$ cat src/rtl/frag_rx_pkg.sv
package frag_rx_pkg;
    typedef enum logic [3:0] {
        S_IDLE, S_CLR, S_WRDY, S_WHDR, S_RHDR,
        S_WBODY, S_RSLOT, S_EMIT, S_FEND, S_FIN
    } rx_state_t;

    localparam int SLOT_BYTES = 4;
    localparam int FLEN_W     = 9;
    localparam int FLEN_LSB   = 16;
    localparam int LAST_BIT   = 31;
endpackage

$ cat src/rtl/frag_rx_hdr.sv
module frag_rx_hdr
    import frag_rx_pkg::*;
#(
    parameter int LEN_W = 16
) (
    input  logic [FLEN_W-1:0] flen,
    input  logic [LEN_W-1:0]  space,
    output logic              too_big,
    output logic              is_zero,
    output logic [7:0]        nslots
);
    localparam int PAD = LEN_W - FLEN_W;

    always_comb begin
        too_big = {{PAD{1'b0}}, flen} > space;
        is_zero = (flen == '0);
        nslots  = 8'((10'(flen) + 10'(SLOT_BYTES - 1)) >> 2);
    end
endmodule

$ cat src/rtl/frag_rx_timer.sv
module frag_rx_timer #(
    parameter int TMO = 1000
) (
    input  logic clk,
    input  logic rst_n,
    input  logic clr,
    output logic expired
);
    localparam int CW = $clog2(TMO + 1);
    logic [CW-1:0] cnt;

    always_ff @(posedge clk) begin
        if (!rst_n || clr) cnt <= '0;
        else if (!expired) cnt <= cnt + 1'b1;
    end

    assign expired = (cnt == CW'(TMO - 1));
endmodule

$ cat src/rtl/frag_rx_unpack.sv
module frag_rx_unpack (
    input  logic        clk,
    input  logic        rst_n,
    input  logic        load,
    input  logic [31:0] din,
    input  logic [2:0]  nbytes,
    input  logic        adv,
    output logic [7:0]  dout,
    output logic        last
);
    logic [31:0] sh;
    logic [2:0]  cnt;

    always_ff @(posedge clk) begin
        if (!rst_n) begin
            sh  <= '0;
            cnt <= '0;
        end else if (load) begin
            sh  <= din;
            cnt <= nbytes;
        end else if (adv) begin
            sh  <= {8'h00, sh[31:8]};
            cnt <= cnt - 3'd1;
        end
    end

    assign dout = sh[7:0];
    assign last = (cnt == 3'd1);
endmodule

$ cat src/rtl/frag_rx.sv
module frag_rx
    import frag_rx_pkg::*;
#(
    parameter int LEN_W = 16,
    parameter int CNT_W = 8,
    parameter int TMO   = 1000
) (
    input  logic             clk,
    input  logic             rst_n,
    input  logic             start,
    input  logic [LEN_W-1:0] max_len,
    input  logic             peer_rdy,
    input  logic [CNT_W-1:0] fill_cnt,
    input  logic [31:0]      slot_data,
    output logic             slot_rd,
    output logic             int_clr,
    output logic             doorbell,
    output logic             byte_valid,
    output logic [7:0]       byte_data,
    output logic [LEN_W-1:0] total_len,
    output logic             done,
    output logic             ok,
    output logic             err_ovf,
    output logic             err_tmo,
    output logic             zero_warn
);
    rx_state_t st, st_n;

    logic [LEN_W-1:0]  left_q, max_q, total_q;
    logic [FLEN_W-1:0] frem_q;
    logic [7:0]        slots_q, h_slots;
    logic              last_q, got_q;
    logic              ovf_q, tmo_q, zw_q, ok_q, done_q;
    logic              h_big, h_zero, tmo_hit, u_last;
    logic [FLEN_W-1:0] h_len;
    logic              h_last;
    logic [2:0]        load_n;

    assign h_len  = slot_data[FLEN_LSB +: FLEN_W];
    assign h_last = slot_data[LAST_BIT];
    assign load_n = (frem_q >= FLEN_W'(SLOT_BYTES)) ? 3'd4 : frem_q[2:0];

    frag_rx_hdr #(.LEN_W(LEN_W)) u_hdr (
        .flen(h_len), .space(left_q),
        .too_big(h_big), .is_zero(h_zero), .nslots(h_slots)
    );

    frag_rx_timer #(.TMO(TMO)) u_tmr (
        .clk(clk), .rst_n(rst_n),
        .clr(st != st_n), .expired(tmo_hit)
    );

    frag_rx_unpack u_unp (
        .clk(clk), .rst_n(rst_n),
        .load(st == S_RSLOT), .din(slot_data), .nbytes(load_n),
        .adv(st == S_EMIT), .dout(byte_data), .last(u_last)
    );

    // next-state decision
    always_comb begin
        st_n = st;
        unique case (st)
            S_IDLE:  if (start) st_n = (max_len == '0) ? S_FIN : S_CLR;
            S_CLR:   st_n = S_WRDY;
            S_WRDY:  if (peer_rdy) st_n = S_WHDR;
                     else if (tmo_hit) st_n = S_FIN;
            S_WHDR:  if (fill_cnt != '0) st_n = S_RHDR;
                     else if (tmo_hit) st_n = S_FIN;
            S_RHDR:  if (h_big) st_n = S_FIN;
                     else if (h_zero) st_n = S_FEND;
                     else st_n = S_WBODY;
            S_WBODY: if (int'(fill_cnt) >= int'(slots_q)) st_n = S_RSLOT;
                     else if (tmo_hit) st_n = S_FIN;
            S_RSLOT: st_n = S_EMIT;
            S_EMIT:  if (u_last) st_n = (frem_q == FLEN_W'(1)) ? S_FEND : S_RSLOT;
            S_FEND:  st_n = (last_q || !got_q || left_q == '0) ? S_FIN : S_WHDR;
            S_FIN:   st_n = S_IDLE;
            default: st_n = S_IDLE;
        endcase
    end

    // state register and datapath
    always_ff @(posedge clk) begin
        if (!rst_n) begin
            st <= S_IDLE;
            left_q <= '0; max_q <= '0; total_q <= '0; frem_q <= '0;
            slots_q <= '0; last_q <= 1'b0; got_q <= 1'b0;
            ovf_q <= 1'b0; tmo_q <= 1'b0; zw_q <= 1'b0;
            ok_q <= 1'b0; done_q <= 1'b0;
        end else begin
            st     <= st_n;
            done_q <= (st == S_FIN);
            unique case (st)
                S_IDLE: if (start) begin
                    left_q <= max_len; max_q <= max_len; total_q <= '0;
                    last_q <= 1'b0; got_q <= 1'b0;
                    ovf_q <= 1'b0; tmo_q <= 1'b0; zw_q <= 1'b0; ok_q <= 1'b0;
                end
                S_WRDY:  if (!peer_rdy && tmo_hit) tmo_q <= 1'b1;
                S_WHDR:  if (fill_cnt == '0 && tmo_hit) tmo_q <= 1'b1;
                S_WBODY: if (int'(fill_cnt) < int'(slots_q) && tmo_hit) tmo_q <= 1'b1;
                S_RHDR: begin
                    last_q  <= h_last;
                    frem_q  <= h_len;
                    slots_q <= h_slots;
                    got_q   <= !h_zero;
                    if (h_big) ovf_q <= 1'b1;
                    else if (h_zero) zw_q <= 1'b1;
                end
                S_EMIT: begin
                    left_q  <= left_q - 1'b1;
                    total_q <= total_q + 1'b1;
                    frem_q  <= frem_q - 1'b1;
                end
                S_FIN: ok_q <= last_q && peer_rdy && !ovf_q && !tmo_q;
                default: ;
            endcase
        end
    end

    // state-decoded outputs
    always_comb begin
        slot_rd    = (st == S_RHDR) || (st == S_RSLOT);
        int_clr    = (st == S_CLR);
        byte_valid = (st == S_EMIT);
        doorbell   = (st == S_FEND) && !last_q && (fill_cnt == '0);
        total_len  = total_q;
        done       = done_q;
        ok         = ok_q;
        err_ovf    = ovf_q;
        err_tmo    = tmo_q;
        zero_warn  = zw_q;
    end

    // never pop an empty buffer
    a_r2_no_empty_read: assert property (@(posedge clk) disable iff (!rst_n)
        slot_rd |-> fill_cnt != '0);
    // byte count bounded by the caller's space
    a_r4_within_max: assert property (@(posedge clk) disable iff (!rst_n)
        total_q <= max_q);
    // a byte is only emitted while space remains
    a_r6_byte_budget: assert property (@(posedge clk) disable iff (!rst_n)
        byte_valid |-> left_q != '0);
    // a doorbell is never followed by a byte in the next cycle
    a_r8_bell_then_quiet: assert property (@(posedge clk) disable iff (!rst_n)
        doorbell |=> !byte_valid);
    // an error result is never reported as success
    a_r12_err_not_ok: assert property (@(posedge clk) disable iff (!rst_n)
        (done && (err_ovf || err_tmo)) |-> !ok);
    // done lasts a single cycle
    a_r12_done_pulse: assert property (@(posedge clk) disable iff (!rst_n)
        done |=> !done);
endmodule

$ cat config.mk
export PLATFORM = sky130hd
export DESIGN_NAME = frag_rx
export DESIGN_NICKNAME = d
export VERILOG_FILES = /design/src/rtl/frag_rx_pkg.sv /design/src/rtl/frag_rx_hdr.sv /design/src/rtl/frag_rx_timer.sv /design/src/rtl/frag_rx_unpack.sv /design/src/rtl/frag_rx.sv
export SDC_FILE = /design/constraint.sdc
export NUM_CORES = 1
export LEC_CHECK = 0
export BUFFER_PORTS_ARGS = -buffer_cell sky130_fd_sc_hd__buf_2
export CAP_MARGIN = 15
export CELL_PAD_IN_SITES_DETAIL_PLACEMENT = 0
export CELL_PAD_IN_SITES_GLOBAL_PLACEMENT = 2
export CORE_UTILIZATION = 25
export CTS_BUF_LIST = sky130_fd_sc_hd__clkbuf_4
export DETAILED_ROUTE_END_ITERATION = 6
export PLACE_DENSITY = 0.63
export SYNTH_ARGS = -nofsm -noshare
export SYNTH_HDL_FRONTEND = slang
export SYNTH_SLANG_ARGS = --single-unit
$ cat constraint.sdc
create_clock -name clk -period 6.57 [get_ports clk]
set_clock_uncertainty 0.15 [all_clocks]
set_input_delay 0.657 -clock clk [delete_from_list [all_inputs] [get_ports clk]]
set_output_delay 0.657 -clock clk [all_outputs]
set_load 0.005 [all_outputs]
# [Word level (Yosys, flattened, before mapping)]
# Cells that the tools add are included.
[totals] register_bits=105 input_bits=60 output_inout_bits=33 elab_cells=117
[op_classes] addsub=6 n_lt_le_gt_ge=4 n_eq_ne=20 mux=35 n_reduce_logical=37
[ops] operator="$mux 32" n=2
[ops] operator="$pmux 16 s2" n=2
[ops] operator="$mux 4" n=11
[ops] operator="$pmux 4 s9" n=1
[ops] operator="$logic_not 16->1" n=2
[ops] operator="$mux 16" n=2
[ops] operator="$pmux 9 s2" n=1
[ops] operator="$add 16x1->16 const B" n=1
[ops] operator="$eq 4x3->1 const B" n=4
[ops] operator="$gt 9x16->1" n=1
[ops] operator="$sub 16x1->16 const B" n=1
[ops] operator="$ne 2x2->1 const B" n=7
[ops] operator="$add 10x1->10 const B" n=1
[ops] operator="$add 9x2->10 const B" n=1
[ops] operator="$eq 10x10->1 const B" n=1
[ops] operator="$pmux 1 s2" n=5
[ops] operator="$reduce_bool 2->1" n=5
[ops] operator="$eq 9x1->1 const B" n=1
[ops] operator="$ge 9x3->1 const B" n=1
[ops] operator="$logic_not 9->1" n=1
[ops] operator="$mux 3" n=3
[ops] operator="$sub 9x1->9 const B" n=1
[ops] operator="$eq 4x2->1 const B" n=2
[ops] operator="$eq 4x4->1 const B" n=2
[ops] operator="other kinds (19)" n=43

# [Logic depth before layout (Yosys ltp)]
# Gate-level depths: netlist of run 1.
[logic_depth] depth_word=7 ltp_mapped=9 ltp_nobuf=8

# [By module]
# Synthesis of run 1 repeated with hierarchy kept, for this count alone.
[unflattened] hier_cells=727 area_unflattened_um2=6007.0
[modules_own_cells] mod="frag_rx" n_inst=1 cells_each=448 area_each_um2=3430.8 seq_area_each_um2=1201.2
[modules_own_cells] mod="frag_rx_unpack" n_inst=1 cells_each=170 area_each_um2=1694.1 seq_area_each_um2=700.7
[modules_own_cells] mod="frag_rx_timer" n_inst=1 cells_each=57 area_each_um2=500.5 seq_area_each_um2=200.2
[modules_own_cells] mod="frag_rx_hdr" n_inst=1 cells_each=52 area_each_um2=381.6 seq_area_each_um2=0.0

# [Least setup slack after synthesis of run 1]
# No wires, ideal clock.
[synth_timing] kind="in2reg" from="input port fill_cnt[7]" to="register u_tmr.cnt[3]" setup_ns=0.092 arrival_time_ns=2.232 t_required_ns=6.328 slack_ns=4.095 cell_stages=7 path_buffers=0 cell_sequence="ha_1 > nand2_1 > o21ai_1 > nor4_1 > a2111oi_0 > a21oi_2 > nor4_1"
[synth_via] elab_chain_cells=5 elab_cells_between_ends=7 cone_classes="order compare (1); eq/ne (1); mux (3); reduce/logical (2)"
[synth_lines] item="start: declaration" line_no="frag_rx.sv:13" text="input logic [CNT_W-1:0] fill_cnt,"
[synth_lines] item="$ge 8x8->1 or $reduce_bool 8->1 (tied branches)" line_no="frag_rx.sv:72, frag_rx.sv:67"
[synth_lines] item="$mux 4, on equally long branches" line_no="frag_rx.sv:72, frag_rx.sv:67"
[synth_lines] item="$pmux 4 s9 (*)" line_no="frag_rx.sv:62" text="unique case (st)"
[synth_lines] item="$ne 4x4->1 (*)" line_no="frag_rx.sv:50" text=".clr(st != st_n), .expired(tmo_hit)"
[synth_lines] item="$logic_or 1x1->1 (*)" line_no="frag_rx_timer.sv:13" text="if (!rst_n || clr) cnt <= '0;"
[synth_lines] item="end signal: assignment" line_no="frag_rx_timer.sv:14" text="else if (!expired) cnt <= cnt + 1'b1;"
[synth_lines] item="end: declaration" line_no="frag_rx_timer.sv:10" text="logic [CW-1:0] cnt;"
# Every way passes the cells marked *; elsewhere a longest branch is shown, timed or not.
# A chain may end at the register's enable or synchronous reset.

# [Worst setup path in the final report of run 1]
[layout_timing] from="register st[2]" to="output port byte_valid"
[layout_via] elab_chain_cells=1
[layout_lines] item="start: declaration" line_no="frag_rx.sv:27" text="rx_state_t st, st_n;"
[layout_lines] item="start signal: assignment" line_no="frag_rx.sv:91" text="st <= st_n;"
[layout_lines] item="$eq 4x3->1" line_no="frag_rx.sv:125" text="byte_valid = (st == S_EMIT);"
[layout_lines] item="end: declaration" line_no="frag_rx.sv:18" text="output logic byte_valid,"
# No other way between the ends.

==> results.sh, run 1 <==
export IMPL_post_route_cells_drive_above_1_share=0.172
export IMPL_cts_tree="yes"
export IMPL_cts_root_buffer="clkbuf_4"
export IMPL_critPathLaunchType="register"
export IMPL_setup_tns_ns=0
export IMPL_cts_sinks=105
export IMPL_rsz0062_at_grt="false"
export IMPL_final_cell_mix="104 x dfxtp_1, 98 x nor2_1, 92 x buf_2"
export IMPL_cts_resized=0
export IMPL_postCtsSetupBuffers=0
export IMPL_synth_top_cell_by_area="dfxtp_1"
export IMPL_max_stage_delay_ns=0.68
export IMPL_h_tree_depth=3
export IMPL_hold_path_class="in2reg"
export IMPL_vias=5329
export IMPL_ys_flop_type="dfxtp_1"
export IMPL_power_mw=1.32
export IMPL_synthTopCellsByArea="dfxtp_1 37%, nor2_1 6.4%, ha_1 5.5%, a21oi_1 4.9%, mux2i_1 4.4%"
export IMPL_powerDensity_mw_per_mm2=203
export IMPL_core_area_mm2=0.0222
export IMPL_grtUsageTotal=0.149
export IMPL_rr_endpoint="u_tmr.cnt[7]"
export IMPL_drv_cap=0
export IMPL_drc=0
export IMPL_ir_drop_mv=0.0816
export IMPL_grt_max_degree=89
export IMPL_finalSetupViolations=0
export IMPL_netlist_instances=706
export IMPL_period_needed_ns=3.37
export IMPL_vias_per_cell=5.08
export IMPL_synth_top_area_frac=0.367
export IMPL_num_rows=54
export IMPL_syn_area_per_cell_um2=8.11
export IMPL_syn_num_nets=791
export IMPL_min_path_cells=3
export IMPL_dr_pass1_iters=5
export IMPL_syn2layout_area_growth_pct=13.4
export IMPL_synth_cell_types=70
export IMPL_place_congestion=0.840
export IMPL_wl_um=17500
export IMPL_finalHoldViolCount=0
export IMPL_synthArstFlopShare=0
export IMPL_die_x_um=153
export IMPL_r2r_slack_ns=3.40
export IMPL_die_h_um=153
export IMPL_fmax_mhz=297
export IMPL_top_usage_layer="met2"
export IMPL_min_to="left_q[0]"
export IMPL_fill_cells=2414
export IMPL_hp_start="max_len[0]"
export IMPL_critPathMaxFanout=27
export IMPL_globalRouteMet1Util=0.198
export IMPL_cts_buffer_depth=2
export IMPL_start_util=0.258
export IMPL_diodes=0
export IMPL_final_common_cell="dfxtp_1"
export IMPL_met2_usage=0.248
export IMPL_worstRegToRegCells=7
export IMPL_wl_per_cell_um=16.7
export IMPL_criticalPathCategory="reg2out"
export IMPL_syn_area_mm2=0.00572
export IMPL_place_hpwl_um=12600
export IMPL_worstPathRequired_ns=5.76
export IMPL_hold_buffers=0
export IMPL_cts_clk_slew_worst_paths_ns=0.18
export IMPL_grt_overflow_total=0
export IMPL_p_leak_nw=2.34
export IMPL_crit_arrival_ns=2.56
export IMPL_use_met3=0.0267
export IMPL_cts_buffers=9
export IMPL_ant_nets=0
export IMPL_port_buffers=92
export IMPL_worstPathCellList="nand4b_4 > inv_1 > buf_2"
export IMPL_ios=93
export IMPL_drt_iter0_markers=279
export IMPL_slew_viol_final=0
export IMPL_timing_max_slew_rel_slack=0.296
export IMPL_yosysWarnings=0
export IMPL_worst_slew_pin_transition_ns=1.06
export IMPL_seq_area_frac_synth=0.367
export IMPL_synth_seq_cells=105
export IMPL_worstReg2RegStart="st[0]"
export IMPL_synth_edf_count=0
export IMPL_cp_slowest_cell="dfxtp_1"
export IMPL_die_area_mm2=0.0235
export IMPL_crit_path_end_kind="primary output"
export IMPL_status="completed"
export IMPL_grt_pass1_vias=5101
export IMPL_fin_nets=848
export IMPL_layout_worst_path_cycle_share=0.513
export IMPL_grt_pass1_wl_um=27700
export IMPL_clk_latency_ns=0.50
export IMPL_antenna_found_initial=0
[Yosys cell counts (all sizes together) (4+ instances only)]
cell type and instances:
nor2 99, xnor2 7, or3 9, dfxtp 105, nand3b 5, inv 27, a311oi 4, o21ai 20
or2 5, o311ai 4, a211oi 31, buf 20, nor4 17, a22oi 4, o211ai 12, nor3 23
ha 25, clkbuf 30, nand2b 4, mux2i 25, nand2 48, a21oi 57, or4 5, a31oi 11
nand3 37, nand4 9, xor2 7, nor2b 4, a221oi 5
[how the worst max path moves through the flow]
stage	slack, ns	to	depth (start not counted)	start
6_report	3.20	byte_valid	3	st[2]
5_1_grt	3.00	byte_valid	3	st[2]
4_1_cts	3.13	byte_valid	3	st[2]
3_5_place_dp	3.42	u_tmr.cnt[7]	7	st[0]
3_3_place_gp	3.55	u_tmr.cnt[7]	6	st[2]
2_1_floorplan	4.10	u_tmr.cnt[3]	7	fill_cnt[7]
[registers in the layout (all words and copies together), names as in the netlist]
register	flops
done	1
err_ovf	1
err_tmo	1
frem_q	9
got_q	1
last_q	1
left_q	16
ok	1
slots_q	8
st	4
total_len	16
u_tmr.cnt	10
u_unp.cnt	3
u_unp.sh	32
zero_warn	1
[critical path: cells and delay by family, from the launching register on]
kind          cells  cell delay, ns
buf+inv           2            0.85
flops             1            0.68
simple gates      1            0.52
[kinds of logic (layout without fill, tap and decap cells)]
family	after synthesis	after routing	share of synthesized area
buffers and inverters	78	140	0.0577
DFF	105	105	0.367
xor gates and xnor gates	14	14	0.0214
AOI/OAI and AO/OA	173	173	0.200
and+or+nand+nor	283	283	0.250
muxes	28	28	0.0496
adders and majority gates	25	25	0.0546
[per-layer routing]
metal / up-vias / share of wire
met4: 0 / 0.011
met3: 16 / 0.038
met5: - / 0
met2: 114 / 0.46
li1: 2694 / -
met1: 2505 / 0.49
[metrics by stage]
step           instances  instance area (um^2)  hold slack [ns]  utilization  setup slack, ns
2_1_floorplan        706                  5720            0.282            -             4.10
3_3_place_gp        1032                  6350            0.295        0.287             3.55
3_5_place_dp        1032                  6350            0.296        0.287             3.42
4_1_cts             1048                  6490            0.204        0.293             3.13
5_1_grt             1048                  6490            0.208        0.293             3.00
6_report            1048                  6490            0.241        0.293             3.20
[power by group]
part / internal, mW / switching [mW]
sequential: 0.660 / 0.0295
combinational: 0.108 / 0.173
clock: 0.0889 / 0.261
[area by class of cell]
type                            instances  area [um^2]  share of cell area
Inverter                               28          105              0.0162
Clock inverter                          7         72.6              0.0112
Tap cell                              280          350              0.0540
Multi-Input combinational cell        523         3300               0.509
Clock buffer                            9         67.6              0.0104
Timing Repair Buffer                   96          490              0.0756
Sequential cell                       105         2100               0.324
Power figures use the tool's default switching activity.
==> run 2: changes to the inputs <==
--- a/config.mk
+++ b/config.mk
@@ -12,7 +12,7 @@
 export CORE_UTILIZATION = 25
 export CTS_BUF_LIST = sky130_fd_sc_hd__clkbuf_4
 export DETAILED_ROUTE_END_ITERATION = 6
-export PLACE_DENSITY = 0.63
+export PLACE_DENSITY = 0.65
 export SYNTH_ARGS = -nofsm -noshare
 export SYNTH_HDL_FRONTEND = slang
 export SYNTH_SLANG_ARGS = --single-unit
==> constraint.sdc (replaced) <==
create_clock -name clk -period 3.02 [get_ports clk]
set_clock_uncertainty 0.15 [all_clocks]
set_input_delay 0.302 -clock clk [delete_from_list [all_inputs] [get_ports clk]]
set_output_delay 0.302 -clock clk [all_outputs]
set_load 0.005 [all_outputs]
==> run 2 against run 1 <==
  * Clock power grew 120%
  * Critical path depth is 3 higher
  * Largest cell class unchanged
  * Via count grew 4.5%
  * Setup slack worse by 3.0 ns
  * Global-route usage down 0.057 points
  * Largest power group unchanged
  * Combinational power increased by 140%
==> results.sh, run 2 (synthesized netlist as in run 1, its figures left out) <==
export IMPL_setup_tns_ns=0
export IMPL_post_route_cells_drive_above_1_share=0.176
export IMPL_layoutNonFillerInstCount=1101
export IMPL_grt_max_degree=62
export IMPL_core_area_mm2=0.0222
export IMPL_multi_input_area_mm2=0.00330
export IMPL_cts_buffer_depth=2
export IMPL_start_util=0.258
export IMPL_postCtsSetupBuffers=0
export IMPL_cts_tree="yes"
export IMPL_switchingPower_mw=1.01
export IMPL_vias=5569
export IMPL_grt_pass1_vias=5241
export IMPL_layout_worst_path_cycle_share=0.920
export IMPL_ant_nets=0
export IMPL_clk_latency_ns=0.49
export IMPL_finalHoldViolCount=0
export IMPL_cts_root_buffer="clkbuf_4"
export IMPL_die_area_mm2=0.0235
export IMPL_worstRegToRegCells=6
export IMPL_critPathLaunchType="register"
export IMPL_seq_area_mm2=0.00210
export IMPL_fmax_mhz=360
export IMPL_crit_arrival_ns=3.01
export IMPL_vias_per_cell=5.06
export IMPL_powerDensity_mw_per_mm2=420
export IMPL_antenna_found_initial=1
export IMPL_cts_buffers=9
export IMPL_swShare=0.345
export IMPL_cp_slowest_cell="nor4_1"
export IMPL_finalSetupViolations=0
export IMPL_fill_cells=2379
export IMPL_num_rows=54
export IMPL_final_cell_mix="103 x dfxtp_1, 98 x nor2_1, 92 x buf_2"
export IMPL_cp_top_family="simple AND/OR/NAND/NOR gates"
export IMPL_largest_register="u_unp.sh"
export IMPL_crit_path_end_kind="register"
export IMPL_grt_pass1_wl_um=27700
export IMPL_port_buffers=92
export IMPL_cts_sinks=105
export IMPL_die_h_um=153
export IMPL_worst_slew_pin_transition_ns=0.731
export IMPL_period_needed_ns=2.78
export IMPL_crit_buf_inv=0
export IMPL_ir_drop_mv=0.179
export IMPL_criticalPathCategory="reg2reg"
export IMPL_timing_max_slew_rel_slack=0.512
export IMPL_p_leak_nw=2.57
export IMPL_place_hpwl_um=12600
export IMPL_power_internal_mw=1.92
export IMPL_worstPathRequired_ns=3.26
export IMPL_hold_ws_ns=0.0425
export IMPL_h_tree_depth=3
export IMPL_drc=0
export IMPL_rsz0062_at_grt="false"
export IMPL_grtUsageTotal=0.149
export IMPL_power_frac_comb=0.229
export IMPL_final_common_cell="dfxtp_1"
export IMPL_largest_reg_flops=32
export IMPL_die_x_um=153
export IMPL_critPathMaxFanout=10
export IMPL_drv_cap=0
export IMPL_worstPathCellList="or3_1 > nor4_1 > nor4b_2 > o211ai_1 > a21oi_2 > nor3_1"
export IMPL_ios=93
export IMPL_dp_cells=1043
export IMPL_syn2layout_area_growth_pct=22.2
export IMPL_seq_power_share=0.511
export IMPL_min_path_cells=3
export IMPL_grt_overflow_total=0
export IMPL_clockPowerShare=0.260
export IMPL_cp_num_cells=6
export IMPL_dr_pass1_iters=5
export IMPL_max_stage_delay_ns=0.48
export IMPL_place_congestion=0.757
export IMPL_fin_nets=900
export IMPL_cts_clk_slew_worst_paths_ns=0.20
export IMPL_wl_um=17500
export IMPL_slew_viol_final=0
export IMPL_drt_iter0_markers=260
export IMPL_hold_path_class="in2reg"
export IMPL_wl_per_cell_um=15.9
export IMPL_status="completed"
[run 2: cell count changes in the layout (fill, tap and decap cells not counted)]
| cell | delta |
|---|---|
| buf_4 | +11 |
| clkinv_4 | -1 |
| clkinv_8 | +1 |
| clkinvlp_4 | -1 |
| dfxtp_1 | -1 |
| dfxtp_2 | +1 |
| diode_2 | +1 |
| dlygate4sd3_1 | +41 |
| inv_6 | +2 |
| inv_8 | -1 |
[run 2: what timing repair did]
action,4_1_cts,5_1_grt
gates resized for setup,0,1
hold buffers,41,0
hold endpoints to repair,49,0
endpoints found under the setup margin,0,1
[run 2: cell type report]
class / count / share of cell area
diodes: 1 / 0.000358
clock inverters: 7 / 0.0113
repair buffers: 148 / 0.141
multi-input cells: 523 / 0.472
well taps: 280 / 0.0501
inverters: 28 / 0.0150
flip-flops and latches: 105 / 0.301
clock buffers: 9 / 0.00966
[run 2: path summary, 6_finish.rpt]
kind | endpoint | slack [ns] | from
setup / recovery | u_tmr.cnt[7] | 0.24 | left_q[10]
setup reg to reg | u_tmr.cnt[7] | 0.24 | left_q[10]
hold / removal | u_unp.sh[21] | 0.04 | slot_data[21]
hold reg to reg | u_unp.sh[24] | 0.32 | u_unp.sh[24]
[run 2: power groups by stage]
stage	Combinational, mW	Sequential [mW]	Clock, mW
after detailed placement	0.632	1.53	0
after global routing	0.748	1.51	0.862
after global placement	0.626	1.53	0
after CTS	0.675	1.50	0.813
after floorplan	0.448	1.49	0
final	0.671	1.50	0.763
[run 2: layer usage]
| layer | part of all wire | up-vias | GRT usage |
|---|---|---|---|
| li1 | - | 2803 | - |
| met1 | 0.49 | 2644 | 0.197 |
| met2 | 0.47 | 111 | 0.252 |
| met3 | 0.037 | 11 | 0.0238 |
| met4 | 0.0095 | 0 | 0.0346 |
| met5 | 0 | - | 0 |
[run 2: through the flow]
step | setup slack (ns) | util | cell area, um^2 | power, mW
finish | 0.243 | 0.316 | 6990 | 2.93
global route | 0.0203 | 0.316 | 6990 | 3.12
detailed placement | 0.251 | 0.290 | 6430 | 2.16
CTS | 0.118 | 0.315 | 6990 | 2.99
floorplan | 0.678 | - | 5720 | 1.94
global placement | 0.393 | 0.290 | 6430 | 2.15
[run 2: worst reg2reg max path, stage by stage (launching register included)]
cell      delay, ns
dfxtp_1        0.39
or3_1          0.44
nor4_1         0.48
nor4b_2        0.44
o211ai_1       0.22
a21oi_2        0.45
nor3_1         0.11
==> run 3: changes to the inputs <==
--- a/config.mk
+++ b/config.mk
@@ -12,7 +12,7 @@
 export CORE_UTILIZATION = 25
 export CTS_BUF_LIST = sky130_fd_sc_hd__clkbuf_4
 export DETAILED_ROUTE_END_ITERATION = 6
-export PLACE_DENSITY = 0.65
+export PLACE_DENSITY = 0.63
 export SYNTH_ARGS = -nofsm -noshare
 export SYNTH_HDL_FRONTEND = slang
 export SYNTH_SLANG_ARGS = --single-unit
==> constraint.sdc (replaced) <==
create_clock -name clk -period 2.7 [get_ports clk]
set_clock_uncertainty 0.15 [all_clocks]
set_input_delay 0.27 -clock clk [delete_from_list [all_inputs] [get_ports clk]]
set_output_delay 0.27 -clock clk [all_outputs]
set_load 0.005 [all_outputs]
==> run 3 against run 2 <==
  * Worst hold slack got worse by 0.013 ns
  * Setup slack got worse by 0.029 ns
  * Combinational power rose by 19%
  * Design area rose by 2.3%
  * Sequential power rose by 11%
  * Power rose by 14%
  * Flip-flop and latch count did not move
  * Via count rose by 1.1%
  * Count of clock-buffer cells in the layout did not move
  * Largest power group unchanged
==> results.sh, run 3 (synthesized netlist as in run 1, its figures left out) <==
export IMPL_power_internal_mw=2.18
export IMPL_crit_path_end_kind="register"
export IMPL_p_leak_nw=2.67
export IMPL_worstPathRequired_ns=2.98
export IMPL_utilization=0.323
export IMPL_vias_per_cell=5.03
export IMPL_cts_root_buffer="clkbuf_4"
export IMPL_syn2layout_area_growth_pct=25.0
export IMPL_place_congestion=0.772
export IMPL_diodes=0
export IMPL_criticalPathCategory="in2reg"
export IMPL_crit_arrival_ns=2.76
export IMPL_largest_reg_flops=32
export IMPL_rsz0062_at_grt="false"
export IMPL_die_area_mm2=0.0235
export IMPL_seq_power_share=0.501
export IMPL_post_route_cells_drive_above_1_share=0.192
export IMPL_largest_register="u_unp.sh"
export IMPL_drt_iter0_markers=243
export IMPL_antenna_found_initial=0
export IMPL_fill_cells=2361
export IMPL_dr_pass1_iters=6
export IMPL_finalHoldViolCount=0
export IMPL_grt_pass1_vias=5446
export IMPL_period_needed_ns=2.49
export IMPL_status="completed"
export IMPL_worst_slew_pin_transition_ns=0.605
export IMPL_final_cell_mix="104 x dfxtp_1, 98 x nor2_1, 92 x buf_2"
export IMPL_dp_cells=1061
export IMPL_hold_path_class="in2reg"
export IMPL_core_area_mm2=0.0222
export IMPL_power_frac_comb=0.239
export IMPL_die_x_um=153
export IMPL_drv_cap=0
export IMPL_slew_viol_final=0
export IMPL_ant_nets=0
export IMPL_setup_tns_ns=0
export IMPL_switchingPower_mw=1.16
export IMPL_num_rows=54
export IMPL_swShare=0.347
export IMPL_postCtsSetupBuffers=0
export IMPL_wl_per_cell_um=16.2
export IMPL_die_h_um=153
export IMPL_clockPowerShare=0.259
export IMPL_clk_latency_ns=0.50
export IMPL_layoutNonFillerInstCount=1120
export IMPL_place_hpwl_um=13300
export IMPL_layout_worst_path_cycle_share=0.921
export IMPL_drc=0
export IMPL_h_tree_depth=3
export IMPL_ios=93
export IMPL_cts_buffers=9
export IMPL_vias=5632
export IMPL_critPathLaunchType="input port"
export IMPL_grt_overflow_total=0
export IMPL_grt_max_degree=69
export IMPL_final_common_cell="dfxtp_1"
export IMPL_fin_nets=920
export IMPL_ir_drop_mv=0.223
export IMPL_timing_max_slew_rel_slack=0.597
export IMPL_cts_buffer_depth=2
export IMPL_fmax_mhz=402
export IMPL_cts_tree="yes"
export IMPL_finalSetupViolations=0
export IMPL_powerDensity_mw_per_mm2=467
export IMPL_port_buffers=92
export IMPL_grt_pass1_wl_um=28900
export IMPL_cts_sinks=105
export IMPL_cts_clk_slew_worst_paths_ns=0.19
export IMPL_wl_um=18100
export IMPL_grtUsageTotal=0.156
export IMPL_critPathMaxFanout=10
export IMPL_r2r_slack_ns=0.22
export IMPL_start_util=0.258
run 3: cell count changes in the layout (fill, tap and decap cells not counted):
cell and change:
buf_4 +17, diode_2 -1, dlygate4sd3_1 +2, buf_12 +1, inv_6 -1, dfxtp_2 -1
clkinv_8 -1, inv_8 +2, dfxtp_1 +1
run 3: critical path, cell delays in order:
cell	delay, ns
dlygate4sd3_1	0.53
buf_2	0.18
ha_1	0.34
a21oi_1	0.15
nand2_1	0.06
a211o_1	0.32
o211ai_1	0.30
a32oi_2	0.15
buf_4	0.19
nor4_1	0.25
run 3: area by class of cell:
type	count	area [um^2]	area share
Clock buffer	9	67.6	0.00944
Inverter	28	105	0.0147
Clock inverter	7	76.3	0.0107
Multi-Input combinational cell	523	3300	0.461
Sequential cell	105	2100	0.294
Timing Repair Buffer	168	1150	0.161
Tap cell	280	350	0.0490
run 3: power by group through the flow:
| stage | clock [mW] | combinational (mW) | sequential [mW] |
|---|---|---|---|
| detailed placement | 0 | 0.757 | 1.70 |
| finish | 0.866 | 0.799 | 1.67 |
| CTS | 0.917 | 0.808 | 1.67 |
| global route | 0.979 | 0.888 | 1.68 |
| floorplan | 0 | 0.501 | 1.67 |
| global placement | 0 | 0.745 | 1.70 |
run 3: worst paths after layout:
check	to	cells past startpoint	startpoint
hold / removal	frem_q[1]	3	slot_data[17]
setup reg to reg	u_tmr.cnt[3]	8	left_q[10]
hold reg to reg	u_unp.sh[31]	2	u_unp.sh[31]
setup / recovery	u_tmr.cnt[3]	10	slot_data[22]
run 3: layer usage:
| layer | vias up | GRT usage | wire, um | share of wire |
|---|---|---|---|---|
| met1 | 2666 | 0.207 | 8800 | 0.49 |
| met4 | 0 | 0.0394 | 216 | 0.012 |
| met3 | 12 | 0.0250 | 617 | 0.034 |
| met2 | 118 | 0.260 | 8500 | 0.47 |
| li1 | 2836 | - | - | - |
| met5 | - | 0 | 0 | 0 |
run 3: timing repair:
item / CTS / global route
hold buffers: 43 / 0
resized for setup: 0 / 0
endpoints found under the hold margin: 50 / 0
setup endpoints to repair: 0 / 0
run 3: through the flow:
stage               hold slack [ns]  total power [mW]  instance area (um^2)  worst slack [ns]
floorplan                     0.256              2.17                  5720             0.358
global placement              0.294              2.45                  6580             0.244
detailed placement            0.296              2.46                  6580             0.238
CTS                         0.00791              3.40                  7160             0.214
global route                0.00385              3.55                  7160           0.00620
finish                       0.0293              3.34                  7160             0.214
